--- src/rtl/vhp_pkg.sv ---
package vhp_pkg;
  typedef enum logic [2:0] {
    ACT_NONE,
    ACT_FIRST,
    ACT_REG,
    ACT_WSETUP,
    ACT_RSETUP
  } ctl_action_e;
endpackage

--- src/rtl/vhp_ctl_decode.sv ---
module vhp_ctl_decode
  import vhp_pkg::*;
#(
  parameter int DATA_W = 8,
  parameter int ADDR_W = 14,
  parameter int IDX_W  = 3
) (
  input  logic              clk,
  input  logic              rst_n,
  input  logic              ctl_fire,
  input  logic              dat_fire,
  input  logic [DATA_W-1:0] ctl_byte,
  output logic              reg_we,
  output logic [IDX_W-1:0]  reg_idx,
  output logic [DATA_W-1:0] reg_val,
  output logic              addr_ld,
  output logic [ADDR_W-1:0] addr_val
);
  localparam int HI_W = ADDR_W - DATA_W;

  logic              pending;
  logic [DATA_W-1:0] held;
  ctl_action_e       act;

  always_comb begin
    act = ACT_NONE;
    if (ctl_fire) begin
      if (!pending)                act = ACT_FIRST;
      else if (ctl_byte[DATA_W-1]) act = ACT_REG;
      else if (ctl_byte[DATA_W-2]) act = ACT_WSETUP;
      else                         act = ACT_RSETUP;
    end
  end

  assign reg_we   = (act == ACT_REG);
  assign reg_idx  = ctl_byte[IDX_W-1:0];
  assign reg_val  = held;
  assign addr_ld  = (act == ACT_WSETUP) || (act == ACT_RSETUP);
  assign addr_val = {ctl_byte[HI_W-1:0], held};

  always_ff @(posedge clk) begin
    if (!rst_n) begin
      pending <= 1'b0;
      held    <= '0;
    end else if (dat_fire) begin
      pending <= 1'b0;
    end else if (act == ACT_FIRST) begin
      pending <= 1'b1;
      held    <= ctl_byte;
    end else if (act != ACT_NONE) begin
      pending <= 1'b0;
    end
  end
endmodule

--- src/rtl/vhp_addr_ctr.sv ---
module vhp_addr_ctr #(
  parameter int DATA_W = 8,
  parameter int ADDR_W = 14
) (
  input  logic              clk,
  input  logic              rst_n,
  input  logic              addr_ld,
  input  logic [ADDR_W-1:0] addr_val,
  input  logic              dat_fire,
  input  logic [DATA_W-1:0] dat_byte,
  output logic              vram_wr,
  output logic [ADDR_W-1:0] vram_addr,
  output logic [DATA_W-1:0] vram_data
);
  logic [ADDR_W-1:0] ptr;

  always_ff @(posedge clk) begin
    if (!rst_n) begin
      ptr       <= '0;
      vram_wr   <= 1'b0;
      vram_addr <= '0;
      vram_data <= '0;
    end else begin
      vram_wr <= dat_fire;
      if (dat_fire) begin
        vram_addr <= ptr;
        vram_data <= dat_byte;
        ptr       <= ptr + 1'b1;
      end else if (addr_ld) begin
        ptr <= addr_val;
      end
    end
  end
endmodule

--- src/rtl/vhp_reg_file.sv ---
module vhp_reg_file #(
  parameter int DATA_W   = 8,
  parameter int NUM_REGS = 8,
  parameter int IDX_W    = 3
) (
  input  logic                       clk,
  input  logic                       rst_n,
  input  logic                       reg_we,
  input  logic [IDX_W-1:0]           reg_idx,
  input  logic [DATA_W-1:0]          reg_val,
  output logic [NUM_REGS*DATA_W-1:0] regs_flat
);
  for (genvar i = 0; i < NUM_REGS; i++) begin : g_reg
    logic [DATA_W-1:0] q;
    always_ff @(posedge clk) begin
      if (!rst_n)                               q <= '0;
      else if (reg_we && reg_idx == IDX_W'(i))  q <= reg_val;
    end
    assign regs_flat[i*DATA_W +: DATA_W] = q;
  end
endmodule

--- src/rtl/vdp_host_port.sv ---
module vdp_host_port #(
  parameter int DATA_W    = 8,
  parameter int ADDR_W    = 14,
  parameter int NUM_REGS  = 8,
  parameter int COLOR_REG = 7
) (
  input  logic                       clk,
  input  logic                       rst_n,
  input  logic                       ctl_valid,
  output logic                       ctl_ready,
  input  logic [DATA_W-1:0]          ctl_byte,
  input  logic                       dat_valid,
  output logic                       dat_ready,
  input  logic [DATA_W-1:0]          dat_byte,
  output logic                       vram_wr,
  output logic [ADDR_W-1:0]          vram_addr,
  output logic [DATA_W-1:0]          vram_data,
  output logic [NUM_REGS*DATA_W-1:0] regs_flat,
  output logic [DATA_W/2-1:0]        fg_color,
  output logic [DATA_W/2-1:0]        bg_color
);
  localparam int IDX_W = $clog2(NUM_REGS);
  localparam int NIB_W = DATA_W / 2;

  logic              ctl_fire, dat_fire;
  logic              reg_we, addr_ld;
  logic [IDX_W-1:0]  reg_idx;
  logic [DATA_W-1:0] reg_val;
  logic [ADDR_W-1:0] addr_val;

  assign dat_ready = 1'b1;
  assign ctl_ready = ~dat_valid;
  assign dat_fire  = dat_valid;
  assign ctl_fire  = ctl_valid & ctl_ready;

  vhp_ctl_decode #(.DATA_W(DATA_W), .ADDR_W(ADDR_W), .IDX_W(IDX_W)) u_dec (
    .clk(clk), .rst_n(rst_n), .ctl_fire(ctl_fire), .dat_fire(dat_fire),
    .ctl_byte(ctl_byte), .reg_we(reg_we), .reg_idx(reg_idx),
    .reg_val(reg_val), .addr_ld(addr_ld), .addr_val(addr_val)
  );

  vhp_addr_ctr #(.DATA_W(DATA_W), .ADDR_W(ADDR_W)) u_ctr (
    .clk(clk), .rst_n(rst_n), .addr_ld(addr_ld), .addr_val(addr_val),
    .dat_fire(dat_fire), .dat_byte(dat_byte), .vram_wr(vram_wr),
    .vram_addr(vram_addr), .vram_data(vram_data)
  );

  vhp_reg_file #(.DATA_W(DATA_W), .NUM_REGS(NUM_REGS), .IDX_W(IDX_W)) u_regs (
    .clk(clk), .rst_n(rst_n), .reg_we(reg_we), .reg_idx(reg_idx),
    .reg_val(reg_val), .regs_flat(regs_flat)
  );

  assign fg_color = regs_flat[COLOR_REG*DATA_W + NIB_W +: NIB_W];
  assign bg_color = regs_flat[COLOR_REG*DATA_W +: NIB_W];
endmodule

--- config.mk ---
export PLATFORM = sky130hd
export DESIGN_NAME = vdp_host_port
export DESIGN_NICKNAME = d
export VERILOG_FILES = /design/src/rtl/vhp_pkg.sv /design/src/rtl/vhp_ctl_decode.sv /design/src/rtl/vhp_addr_ctr.sv /design/src/rtl/vhp_reg_file.sv /design/src/rtl/vdp_host_port.sv
export SDC_FILE = /design/constraint.sdc
export NUM_CORES = 1
export LEC_CHECK = 0
export ABC_AREA = 1
export BUFFER_PORTS_ARGS = -buffer_cell sky130_fd_sc_hd__buf_2
export CAP_MARGIN = 20
export CORE_UTILIZATION = 50
export CTS_CLUSTER_DIAMETER = 80
export CTS_CLUSTER_SIZE = 10
export DETAILED_ROUTE_END_ITERATION = 8
export MAX_ROUTING_LAYER = met4
export PLACE_DENSITY = 0.77
export SLEW_MARGIN = 20
export SYNTH_ARGS = -nofsm -noshare
export SYNTH_HDL_FRONTEND = slang
export SYNTH_SLANG_ARGS = --single-unit
--- constraint.sdc ---
create_clock -name clk -period 3.5 [get_ports clk]
set_input_delay 0.175 -clock clk [delete_from_list [all_inputs] [get_ports clk]]
set_output_delay 0.175 -clock clk [all_outputs]
set_load 0.01 [all_outputs]
After elaboration in Yosys (flattened, before gate mapping)
Cells that the tools add are included.

Word-level logic and storage cells: 52. Register bits after elaboration: 110. Output and inout bits: 97. Bits of input ports: 20.

Mux-type cells: 8. Reduce and logical (&&, ||, !) cells: 15. Add/sub/neg operators: 1. Equal/unequal tests: 11. Bitwise gates (word level): 3.

Operators with widths (number): 14-bit two-way mux (2); 3-bit == test, second input constant (5); 14-bit by 1-bit adder with 14-bit output, second input constant (1); 3-bit by 2-bit == test with 1-bit output, second input constant (4); 3-bit two-way mux (4); 1-bit logical AND (8); 3-bit by 1-bit == test with 1-bit output, second input constant (2); 2-bit nonzero test (2); 3-bit logical NOT (1); 3-bit nonzero test (1); 1-bit two-way mux (2); 1-bit inverter (2); 2-bit AND reduction (1); 2-bit OR reduction (1); 1-bit bitwise AND (1); 1-bit logical OR (1).

Longest topological paths before layout
Gate-level depths: netlist of the first run.

Depth after elaboration: 8. Gate-level depth with buffers: 9. Mapped depth without buffers: 9.

By module
A second synthesis of the first run with hierarchy kept.

Cell total of the unflattened synthesis: 715. Area, all modules: 4922.2 um2.

By module, submodules not included: vhp_reg_file (cells an instance 368, seq. area each 1281.2 um2, instances 1, area an instance 2544.9 um2); vhp_addr_ctr (cells an instance 256, seq. area each 740.7 um2, instances 1, area an instance 1757.9 um2); vhp_ctl_decode (cells an instance 78, seq. area each 180.2 um2, instances 1, area an instance 534.3 um2); vdp_host_port (cells an instance 13, seq. area each 0.0 um2, instances 1, area an instance 85.1 um2).

Worst setup path after synthesis of the first run
No wires, ideal clock.

Path kind: register to register. Start point: reg u_dec.pending. End point: reg u_regs.g_reg[1].q[0]. Required time: 3.384 ns. Cell stages (with the launch flop): 8. Library setup time: 0.116 ns. Buffers on the path: 0. Period minus slack after synthesis: 1.220 ns. Slack: 2.280 ns. Arrival time: 1.104 ns. Cell sequence: dfxtp_1 > nand3_4 > nor2_4 > nand2_4 > nor2_4 > inv_2 > nor2_1 > nor2_1.

Word-level cells in the longest chain between the ends: 4.

Ends and longest elaborated chain: start: declaration (RTL line vhp_ctl_decode.sv:21) `logic pending;`; start signal: assignment (RTL line vhp_ctl_decode.sv:43) `pending <= 1'b0;`; start signal: assignment (RTL line vhp_ctl_decode.sv:46) `pending <= 1'b0;`; start signal: assignment (RTL line vhp_ctl_decode.sv:48) `pending <= 1'b1;`; 3-bit two-way mux (RTL line vhp_ctl_decode.sv:28) `if (!pending) act = ACT_FIRST;`; 3-bit two-way mux (RTL line vhp_ctl_decode.sv:27) `if (ctl_fire) begin`; 3-bit by 2-bit == test with 1-bit output (RTL line vhp_ctl_decode.sv:35) `assign reg_we = (act == ACT_REG);`; 1-bit logical AND (RTL line vhp_reg_file.sv:17) `else if (reg_we && reg_idx == IDX_W'(i)) q <= reg_val;`; end signal: assignment (RTL line vhp_reg_file.sv:17); end: declaration (RTL line vhp_reg_file.sv:14) `logic [DATA_W-1:0] q;`.

No other way between the ends. A chain may end at the register's enable or synchronous reset.

Worst setup path in the final report of the first run
Start point: reg u_ctr.ptr[0]. End point: reg u_ctr.ptr[6].

Word-level cells in the longest chain between the ends: 2.

Ends and longest elaborated chain: start: declaration (RTL line vhp_addr_ctr.sv:15) `logic [ADDR_W-1:0] ptr;`; start signal: assignment (RTL line vhp_addr_ctr.sv:28) `ptr <= ptr + 1'b1;`; start signal: assignment (RTL line vhp_addr_ctr.sv:30) `ptr <= addr_val;`; 14-bit by 1-bit adder with 14-bit output (RTL line vhp_addr_ctr.sv:28); 14-bit two-way mux (RTL line vhp_addr_ctr.sv:25) `if (dat_fire) begin`.

No other way between the ends.

==> results of run 1 <==
==> worst max-delay path, stage by stage, from the launching register on <==
cell,delay [ps]
dfxtp_1,420
ha_1,220
nand3_1,110
nor2_1,200
nand2_1,100
o21ai_0,160
nand2_1,70
a21oi_1,110
==> per-stage QoR <==
stage               std cells  util [%]  power, uW
floorplan                 545         -       1420
global placement          734      58.5       1470
detailed placement        734      58.5       1470
CTS                       750      60.8       2190
global route              750      60.8       2260
finish                    750      60.8       2180
==> kinds of logic after synthesis <==
logic type,Yosys count,synth area share (%)
buffers and inverters,63,6.75
DFF,110,51.4
adders and majority gates,1,0.292
AOI/OAI and AO/OA,129,16.9
other,1,0.0876
and+or+nand+nor,241,24.5
==> layer usage <==
layer / GRT usage, % / share of wire (%) / wire (um)
met2: 40.5 / 48 / 4960
met3: 6.20 / 6.3 / 654
met4: 8.08 / 1.2 / 129
met1: 31.1 / 45 / 4680
met5: - / 0 / 0
==> state kept, by name, indices dropped and copies added, names as in the netlist <==
| signal | flops |
|---|---|
| u_regs.g.q | 64 |
| u_ctr.ptr | 14 |
| u_ctr.vram_addr | 14 |
| u_ctr.vram_data | 8 |
| u_dec.reg_val | 8 |
| u_ctr.vram_wr | 1 |
| u_dec.pending | 1 |
==> how the worst max path moves through the flow <==
stage / start / to / slack [ps]
after floorplan: u_dec.pending / u_regs.g_reg[1].q[0] / 2280
after global placement: dat_valid / u_dec.reg_val[7] / 1870
after detailed placement: dat_valid / u_dec.reg_val[4] / 1780
after CTS: u_dec.pending / u_regs.g_reg[3].q[6] / 2060
after global routing: u_ctr.ptr[0] / u_ctr.ptr[6] / 1870
final: u_ctr.ptr[0] / u_ctr.ptr[6] / 2050
==> cell usage in the layout (no fill, tap or decap) <==
| cell | Yosys | layout |
|---|---|---|
| nor2_1 | 142 | 142 |
| buf_2 | 6 | 115 |
| dfxtp_1 | 110 | 110 |
| o21ai_0 | 86 | 86 |
| nand2_1 | 62 | 62 |
| a21oi_1 | 20 | 20 |
| inv_1 | 18 | 18 |
| nand3_1 | 18 | 18 |
| a22o_1 | 15 | 15 |
| inv_2 | 11 | 11 |
| nor2_4 | 11 | 11 |
| clkbuf_8 | 0 | 9 |
| nand4_1 | 4 | 4 |
| o21ai_2 | 3 | 3 |
| inv_8 | 0 | 3 |
| nand2_4 | 2 | 2 |
| o22ai_1 | 2 | 2 |
| clkinvlp_4 | 0 | 2 |
| clkinv_4 | 0 | 2 |
| buf_4 | 10 | 2 |
| nand3_4 | 1 | 1 |
| a31oi_1 | 1 | 1 |
| a22oi_1 | 1 | 1 |
| clkinv_1 | 1 | 1 |
| o211a_1 | 1 | 1 |
| nor3_1 | 1 | 1 |
| ha_1 | 1 | 1 |
| conb_1 | 1 | 1 |
==> where the power goes <==
group / internal, uW / total, uW / leakage (uW) / switching [uW]
sequential: 1280 / 1320 / 0.000892 / 42.0
clock: 276 / 734 / 0.0000914 / 458
combinational: 44.9 / 125 / 0.00155 / 79.7
==> layout make-up <==
cell class                 count  area [sq um]  area share, %
multi-input combinational    372          1790           35.7
timing repair buffer         117           591           11.8
sequential                   110          2200           43.9
tap                          105           131           2.62
inverter                      30           113           2.24
clock buffer                   9           124           2.47
clock inverter                 7          66.3           1.32
==> impl_metrics.yaml, run 1 <==
status:
  status: "complete, no violations"
die:
  start_util_pct: 51.8
  die-area_sq_mm: 0.00894
  die-height_um: 94.5
  io_pins: 117
  rows: 33
  core_sq_mm: 0.00826
  die_w_um: 94.5
sta:
  period_minus_slack_ps: 1450
  worst_slew_pin_slew_ps: 771
  finClkSkew_ps: 11.4
  setup_viol: 0
  tns_ps: 0
  max_freq_mhz: 692
  finalMaxSlewViolations: 0
  period_share_pct: 41.3
  rsz0062_at_grt: "no"
  finalHoldViolations: 0
  max_slew_margin_pct: 48.4
  layout_setup_ws_ps: 2050
  whs_ps: 21.6
routing:
  via_per_inst: 5.24
  vias: 3933
  ant_nets: 0
  dr.pass1.iters: 5
  wl_per_cell_um: 13.9
  wirelength_mm: 10.4
  initialDrtViolationCount: 211
  drcViolationCount: 0
clock_tree:
  cts_hold_buf: 0
  cts_setup_buffers: 0
  clk_pin_slew_ps: 100
  htree_levels: 3
  clock-root-buffer: "clkbuf_8"
  cts_tree: "built"
  cts-resized-gates: 0
  cts_buffer_depth: 2
  cts_buffers: 9
  clk-insertion-delay-late_ps: 380
  clock-sinks: 110
pwr:
  ir_worst_vdd_mv: 0.226
  p_leak_uw: 0.00253
  powerDensity_mw_per_mm2: 434
placement:
  gp_congestion: 0.871
  place_hpwl_mm: 7.22
  dpl_worst_slack_ps: 1780
  detailed_place.area_sq_mm: 0.00483
  port_buffers: 115
setup_path:
  critPathLaunchType: "flip-flop"
  endpoint_kind: "flip-flop"
  reg2regPathDepth: 7
  crit_path_max_fanout: 5
  r2r-start: "u_ctr.ptr[0]"
  critPathRequiredTime_ps: 3810
  worst_ep_arrival_time_ps: 1760
  path_class: "reg -> reg"
  rrSetupSlack_ps: 2050
  reg2reg_to: "u_ctr.ptr[6]"
layout:
  final_nets: 661
  fin_area_sq_mm: 0.00502
  drive_gt1_share_pct: 25.0
  diodes: 0
  syn_to_final_growth_pct: 17.2
  nFillCells: 748
hold_path:
  hold-path-cell-count: 2
  hold_path_class: "in -> reg"
  min-delay-start: "dat_byte[3]"
  whs_endpoint: "u_ctr.vram_data[3]"
synthesis:
  synth_area_leader_cell: "dfxtp_1"
  seq_area_frac_synth_pct: 51.4
  synth-seq-cells: 110
  synth_area_leaders: "dfxtp_1, nor2_1, o21ai_0"
  syn_area_per_cell_sq_um: 7.86
  ys_types: 27
  synth_cells: 545
  synth-warning-count: 0
  synth_nets: 566
  synth.cell_area_sq_mm: 0.00428
  synth_common_cells: "nor2_1, dfxtp_1, o21ai_0"
  synth-main-ff-cell: "dfxtp_1"
  synth_edf_count: 0
  synth_top_area_share_pct: 51.4
  yosysMostFrequentCell: "nor2_1"
  ys_async_sr_fraction_pct: 0
global_route:
  antenna_found_initial: 0
  grt_max_degree: 73
  grt_pass1_vias: 3558
  grt_pass1_wl_mm: 16.9
  grt_usage_pct: 25.2
  overflow: 0
run:
  max-cap-violations: 0
(Power assumes the default switching activity.)
==> run 2: changes to the inputs <==
--- a/config.mk
+++ b/config.mk
@@ -8,12 +8,12 @@
 export ABC_AREA = 1
 export BUFFER_PORTS_ARGS = -buffer_cell sky130_fd_sc_hd__buf_2
 export CAP_MARGIN = 20
-export CORE_UTILIZATION = 50
+export CORE_UTILIZATION = 47
 export CTS_CLUSTER_DIAMETER = 80
 export CTS_CLUSTER_SIZE = 10
 export DETAILED_ROUTE_END_ITERATION = 8
 export MAX_ROUTING_LAYER = met4
-export PLACE_DENSITY = 0.77
+export PLACE_DENSITY = 0.76
 export SLEW_MARGIN = 20
 export SYNTH_ARGS = -nofsm -noshare
 export SYNTH_HDL_FRONTEND = slang
==> constraint.sdc (replaced) <==
create_clock -name clk -period 1.3 [get_ports clk]
set_input_delay 0.065 -clock clk [delete_from_list [all_inputs] [get_ports clk]]
set_output_delay 0.065 -clock clk [all_outputs]
set_load 0.01 [all_outputs]
==> run 2 against run 1 <==
Non-clock buffer count up 58; largest power group unchanged; sequential share of layout area fell by 5.5 points; global-route usage fell by 0.79 points; the flow now finishes with violations (negative setup slack); clock-buffer cell count did not move; die area rose by 6.3%; first-iteration DRC count grew 6.2%; sequential cell count is the same; register-to-register slack got worse by 2100 ps; clock skew down 2.4 ps; critical path depth did not move; via count up 7.6%; cell area is 15% higher.
==> impl_metrics.yaml, run 2 (same netlist as run 1, synthesis figures left out) <==
status:
  status: "finished, violations left"
  violations: "negative setup slack"
global_route:
  grt.met3_usage_pct: 4.32
  grt_max_degree: 73
  use_met2_pct: 40.1
  grt_usage_pct: 24.4
  grt_pass1_vias: 3887
  antenna_found_initial: 0
  top_usage_layer: "met2"
  overflow: 0
  grt_pass1_wl_mm: 18.4
  use_met1_pct: 30.6
clock_tree:
  clock-sinks: 110
  htree_levels: 3
  cts_buffers: 9
  clk-insertion-delay-late_ps: 390
  clk_pin_slew_ps: 110
  clock-root-buffer: "clkbuf_8"
  cts_tree: "built"
  cts_buffer_depth: 2
setup_path:
  critPathLaunchType: "flip-flop"
  rrSetupSlack_ps: -60
  crit_top_cell: "nor2_4"
  critPathRequiredTime_ps: 1620
  endpoint_kind: "flip-flop"
  path_cells: "nand3_4, nor2_4, nand2_4, nor2_4, buf_6, o21ai_1, nor2_1"
  worst_ep_arrival_time_ps: 1680
  cp.buffers_inverters: 1
  crit_path_max_fanout: 4
  cp_top_family: "simple AND/OR/NAND/NOR gates"
  critPathMaxStageDelay_ps: 370
  crit_slowest_cell: "dfxtp_2"
  path_class: "reg -> reg"
sta:
  finalHoldViolations: 0
  setup_viol: 36
  finClkSkew_ps: 9.02
  finalMaxSlewViolations: 0
  layout_setup_ws_ps: -60.8
  rsz0062_at_grt: "yes"
  max_freq_mhz: 735
  period_share_pct: 105
  whs_ps: 7.82
  period_minus_slack_ps: 1360
die:
  io_pins: 117
  die-area_sq_mm: 0.00950
  die-height_um: 97.4
  rows: 34
  core_sq_mm: 0.00876
  die_w_um: 97.4
  start_util_pct: 48.9
layout:
  final_nets: 722
  syn_to_final_growth_pct: 35.1
  diodes: 0
  max_flop_register: "u_regs.g.q"
  reg_top3: "u_regs.g.q x64, u_ctr.ptr x14, u_ctr.vram_addr x14"
  final_cell_mix: "buf_2, nor2_1, dfxtp_1"
  mostFrequentLayoutCell: "buf_2"
  largest_reg_flops: 64
  drive_gt1_share_pct: 36.7
placement:
  port_buffers: 115
  gp_congestion: 0.851
  dpl_worst_slack_ps: -50.4
  place_hpwl_mm: 7.66
routing:
  dr.pass1.iters: 5
  ant_nets: 0
  via_per_inst: 5.20
  drcViolationCount: 0
  wl_per_cell_um: 14.4
  initialDrtViolationCount: 224
  vias: 4230
  wirelength_mm: 11.7
pwr:
  p_leak_uw: 0.00283
  powerDensity_mw_per_mm2: 1050
  ir_worst_vdd_mv: 0.679
hold_path:
  hold_path_class: "in -> reg"
run:
  max-cap-violations: 0
run 2: changes by cell type in the layout (fill, tap and decap cells not counted), moves of 11 or more:
| cell | delta |
|---|---|
| buf_6 | +11 |
| o21ai_0 | -11 |
| buf_4 | +33 |
| nor2_2 | +22 |
| nor2_1 | -30 |
| nor2_4 | +11 |
| dlygate4sd3_1 | +13 |
run 2: cell type report:
class                           count  area (sq um)
Timing Repair Buffer              175          1110
Fill cell                         739          2980
Sequential cell                   110          2220
Tap cell                          108           135
Clock inverter                      7          62.6
Clock buffer                        9           124
Inverter                           30           138
Multi-Input combinational cell    375          2000
run 2: timing repair:
item,CTS,global route
setup endpoints to repair,73,76
setup buffers,7,9
hold buffers,13,0
gates cloned,0,3
gates resized for setup,23,77
endpoints found under the hold margin,13,0
pin swaps,6,11
run 2: where the power goes:
group          internal, uW  switching [uW]  leakage (uW)
clock                   743            1270     0.0000980
sequential             3440            86.6      0.000896
combinational           223             299       0.00183
total                  4410            1660       0.00283
run 2: worst min-delay path, cell delays in order:
cell and delay [ps]:
buf_2 90, inv_1 80, a21oi_1 120
run 2: stage by stage:
step / instances / power, uW / area, sq um / util [%] / setup TNS [ps]
6_report: 814 / 6070 / 5790 / 66.0 / -854
5_1_grt: 814 / 6290 / 5790 / 66.0 / -5330
4_1_cts: 802 / 6030 / 5470 / 62.4 / -31.6
3_5_place_dp: 766 / 4040 / 5060 / 57.8 / -563
3_3_place_gp: 766 / 4030 / 5060 / 57.8 / 0
2_1_floorplan: 545 / 3820 / 4280 / - / 0
run 2: metal layers:
layer	vias to the layer above	wire length, um
met5	-	0
met4	0	170
met3	22	674
met2	149	5600
met1	1971	5280
li1	2088	-
run 2: path summary, 6_finish.rpt:
check                           from              endpoint  cells past startpoint
setup reg to reg       u_dec.pending  u_regs.g_reg[7].q[2]                      7
hold / removal           ctl_byte[1]      u_dec.reg_val[1]                      3
setup / recovery       u_dec.pending  u_regs.g_reg[7].q[2]                      7
hold reg to reg   u_ctr.vram_addr[0]    u_ctr.vram_addr[0]                      2
==> run 3: changes to the inputs <==
==> constraint.sdc (replaced) <==
create_clock -name clk -period 1.3 [get_ports clk]
set_input_delay 0.325 -clock clk [delete_from_list [all_inputs] [get_ports clk]]
set_output_delay 0.325 -clock clk [all_outputs]
set_load 0.01 [all_outputs]
==> run 3 against run 2 <==
The flow still finishes with violations (negative setup slack); wire length shrank 2.9%; sequential share of layout area grew 0.76 points; register-to-register slack gained 60 ps; clock skew is essentially flat; fmax grew 4.2%; critical path type unchanged; critical endpoint is now u_regs.g_reg[2].q[1]; largest power group unchanged.
==> impl_metrics.yaml, run 3 (same netlist as run 1, synthesis figures left out) <==
sta:
  finalHoldViolations: 0
  max_slew_margin_pct: 62.6
  rsz0062_at_grt: "yes"
  period_share_pct: 100
  tns_ps: -5.65
  finClkSkew_ps: 8.85
  period_minus_slack_ps: 1310
  finalMaxSlewViolations: 0
  layout_setup_ws_ps: -5.65
  max_freq_mhz: 766
  setup_viol: 1
  worst_slew_pin_slew_ps: 560
setup_path:
  endpoint_kind: "flip-flop"
  worst_ep_arrival_time_ps: 1620
  startpoint: "u_dec.pending"
  reg2reg_to: "u_regs.g_reg[2].q[1]"
  crit_top_cell: "nor2_4"
  critPathLaunchType: "flip-flop"
  path_cells: "nand3_4, nor2_4, nand2_4, nor2_4, buf_12, o21ai_0, nor2_1"
  r2r-start: "u_dec.pending"
  critPathMaxStageDelay_ps: 370
  critPathRequiredTime_ps: 1610
  rrSetupSlack_ps: -6
  path_class: "reg -> reg"
  crit_slowest_cell: "dfxtp_2"
  reg2regPathDepth: 7
  crit_path_max_fanout: 6
hold_path:
  hold_path_class: "in -> reg"
  whs_endpoint: "u_ctr.vram_data[6]"
  hold-path-cell-count: 2
  min-delay-start: "dat_byte[6]"
placement:
  place_hpwl_mm: 7.93
  port_buffers: 115
  gp_congestion: 0.832
routing:
  via_per_inst: 5.13
  drcViolationCount: 0
  dr.pass1.iters: 4
  wirelength_mm: 11.4
  initialDrtViolationCount: 177
  vias: 4125
  wl_per_cell_um: 14.2
  ant_nets: 0
global_route:
  grt_usage_pct: 24.2
  overflow: 0
  grt_pass1_vias: 3884
  grt_pass1_wl_mm: 18.1
  grt_max_degree: 41
  antenna_found_initial: 0
clock_tree:
  clock-sinks: 110
  clk_pin_slew_ps: 110
  cts_tree: "built"
  htree_levels: 3
  clk-insertion-delay-late_ps: 370
  cts_buffer_depth: 2
  clock-root-buffer: "clkbuf_8"
  cts_buffers: 9
layout:
  drive_gt1_share_pct: 37.5
  multi_input_area_sq_mm: 0.00195
  largest_reg_flops: 64
  fin_util_pct: 64.6
  syn_to_final_growth_pct: 32.2
  diodes: 0
  final_nets: 712
  reg_top3: "u_regs.g.q x64, u_ctr.ptr x14, u_ctr.vram_addr x14"
  mostFrequentLayoutCell: "nor2_1"
  max_flop_register: "u_regs.g.q"
  final_cell_mix: "nor2_1, buf_2, dfxtp_1"
  regArea_sq_mm: 0.00221
  nFillCells: 730
die:
  die_w_um: 97.4
  die-area_sq_mm: 0.00950
  start_util_pct: 48.9
  rows: 34
  io_pins: 117
  die-height_um: 97.4
  core_sq_mm: 0.00876
status:
  status: "finished, violations left"
  violations: "negative setup slack"
run:
  max-cap-violations: 0
pwr:
  p_leak_uw: 0.00280
  ir_worst_vdd_mv: 0.630
  powerDensity_mw_per_mm2: 1060
-- run 3: what timing repair did --
action	in CTS	in global routing
hold buffers	0	0
endpoints found under the setup margin	32	65
gates cloned	0	0
endpoints found under the hold margin	0	0
setup buffers	2	4
pin swaps	2	17
gates resized for setup	8	90
-- run 3: critical path: cells and delay by family, from the launching register on --
kind / cells / cell delay, ps
and+or+nand+nor: 5 / 670
DFF: 1 / 370
buffers and inverters: 1 / 130
AOI/OAI and AO/OA: 1 / 70
-- run 3: metrics by stage --
stage | area, sq um | power [uW] | setup WS (ps) | std cells | hold slack (ps)
after detailed placement | 5210 | 4060 | -150 | 782 | 435
after floorplan | 4280 | 3820 | 68.8 | 545 | 454
after global routing | 5660 | 6200 | -98.8 | 804 | 165
after CTS | 5430 | 5970 | -10.3 | 800 | 161
after global placement | 5210 | 4050 | -134 | 782 | 435
final | 5660 | 5980 | -5.65 | 804 | 172
-- run 3: worst max path at each step --
stage / to / slack, ps / cells past startpoint
floorplan: u_regs.g_reg[1].q[0] / 70 / 8
global placement: u_regs.g_reg[7].q[3] / -130 / 9
detailed placement: u_regs.g_reg[7].q[2] / -150 / 9
CTS: u_regs.g_reg[7].q[0] / -10 / 7
global route: u_regs.g_reg[7].q[7] / -100 / 7
finish: u_regs.g_reg[2].q[1] / -6 / 7
-- run 3: metal layers --
layer | GRT usage [%] | wire, um | vias up
li1 | - | - | 2059
met3 | 4.89 | 653 | 15
met2 | 39.5 | 5700 | 136
met1 | 29.5 | 4880 | 1915
met4 | 8.94 | 155 | 0
met5 | - | 0 | -
-- run 3: power breakdown --
part	switching, uW	internal [uW]
Sequential	90.9	3440
Clock	1220	725
Combinational	285	214
-- run 3: area by class of cell --
cell class	count	share of cell area, %
clock buffer	9	2.19
sequential	110	39.1
timing repair buffer	168	18.7
inverter	30	2.17
clock inverter	7	1.04
multi-input combinational	372	34.4
tap	108	2.39
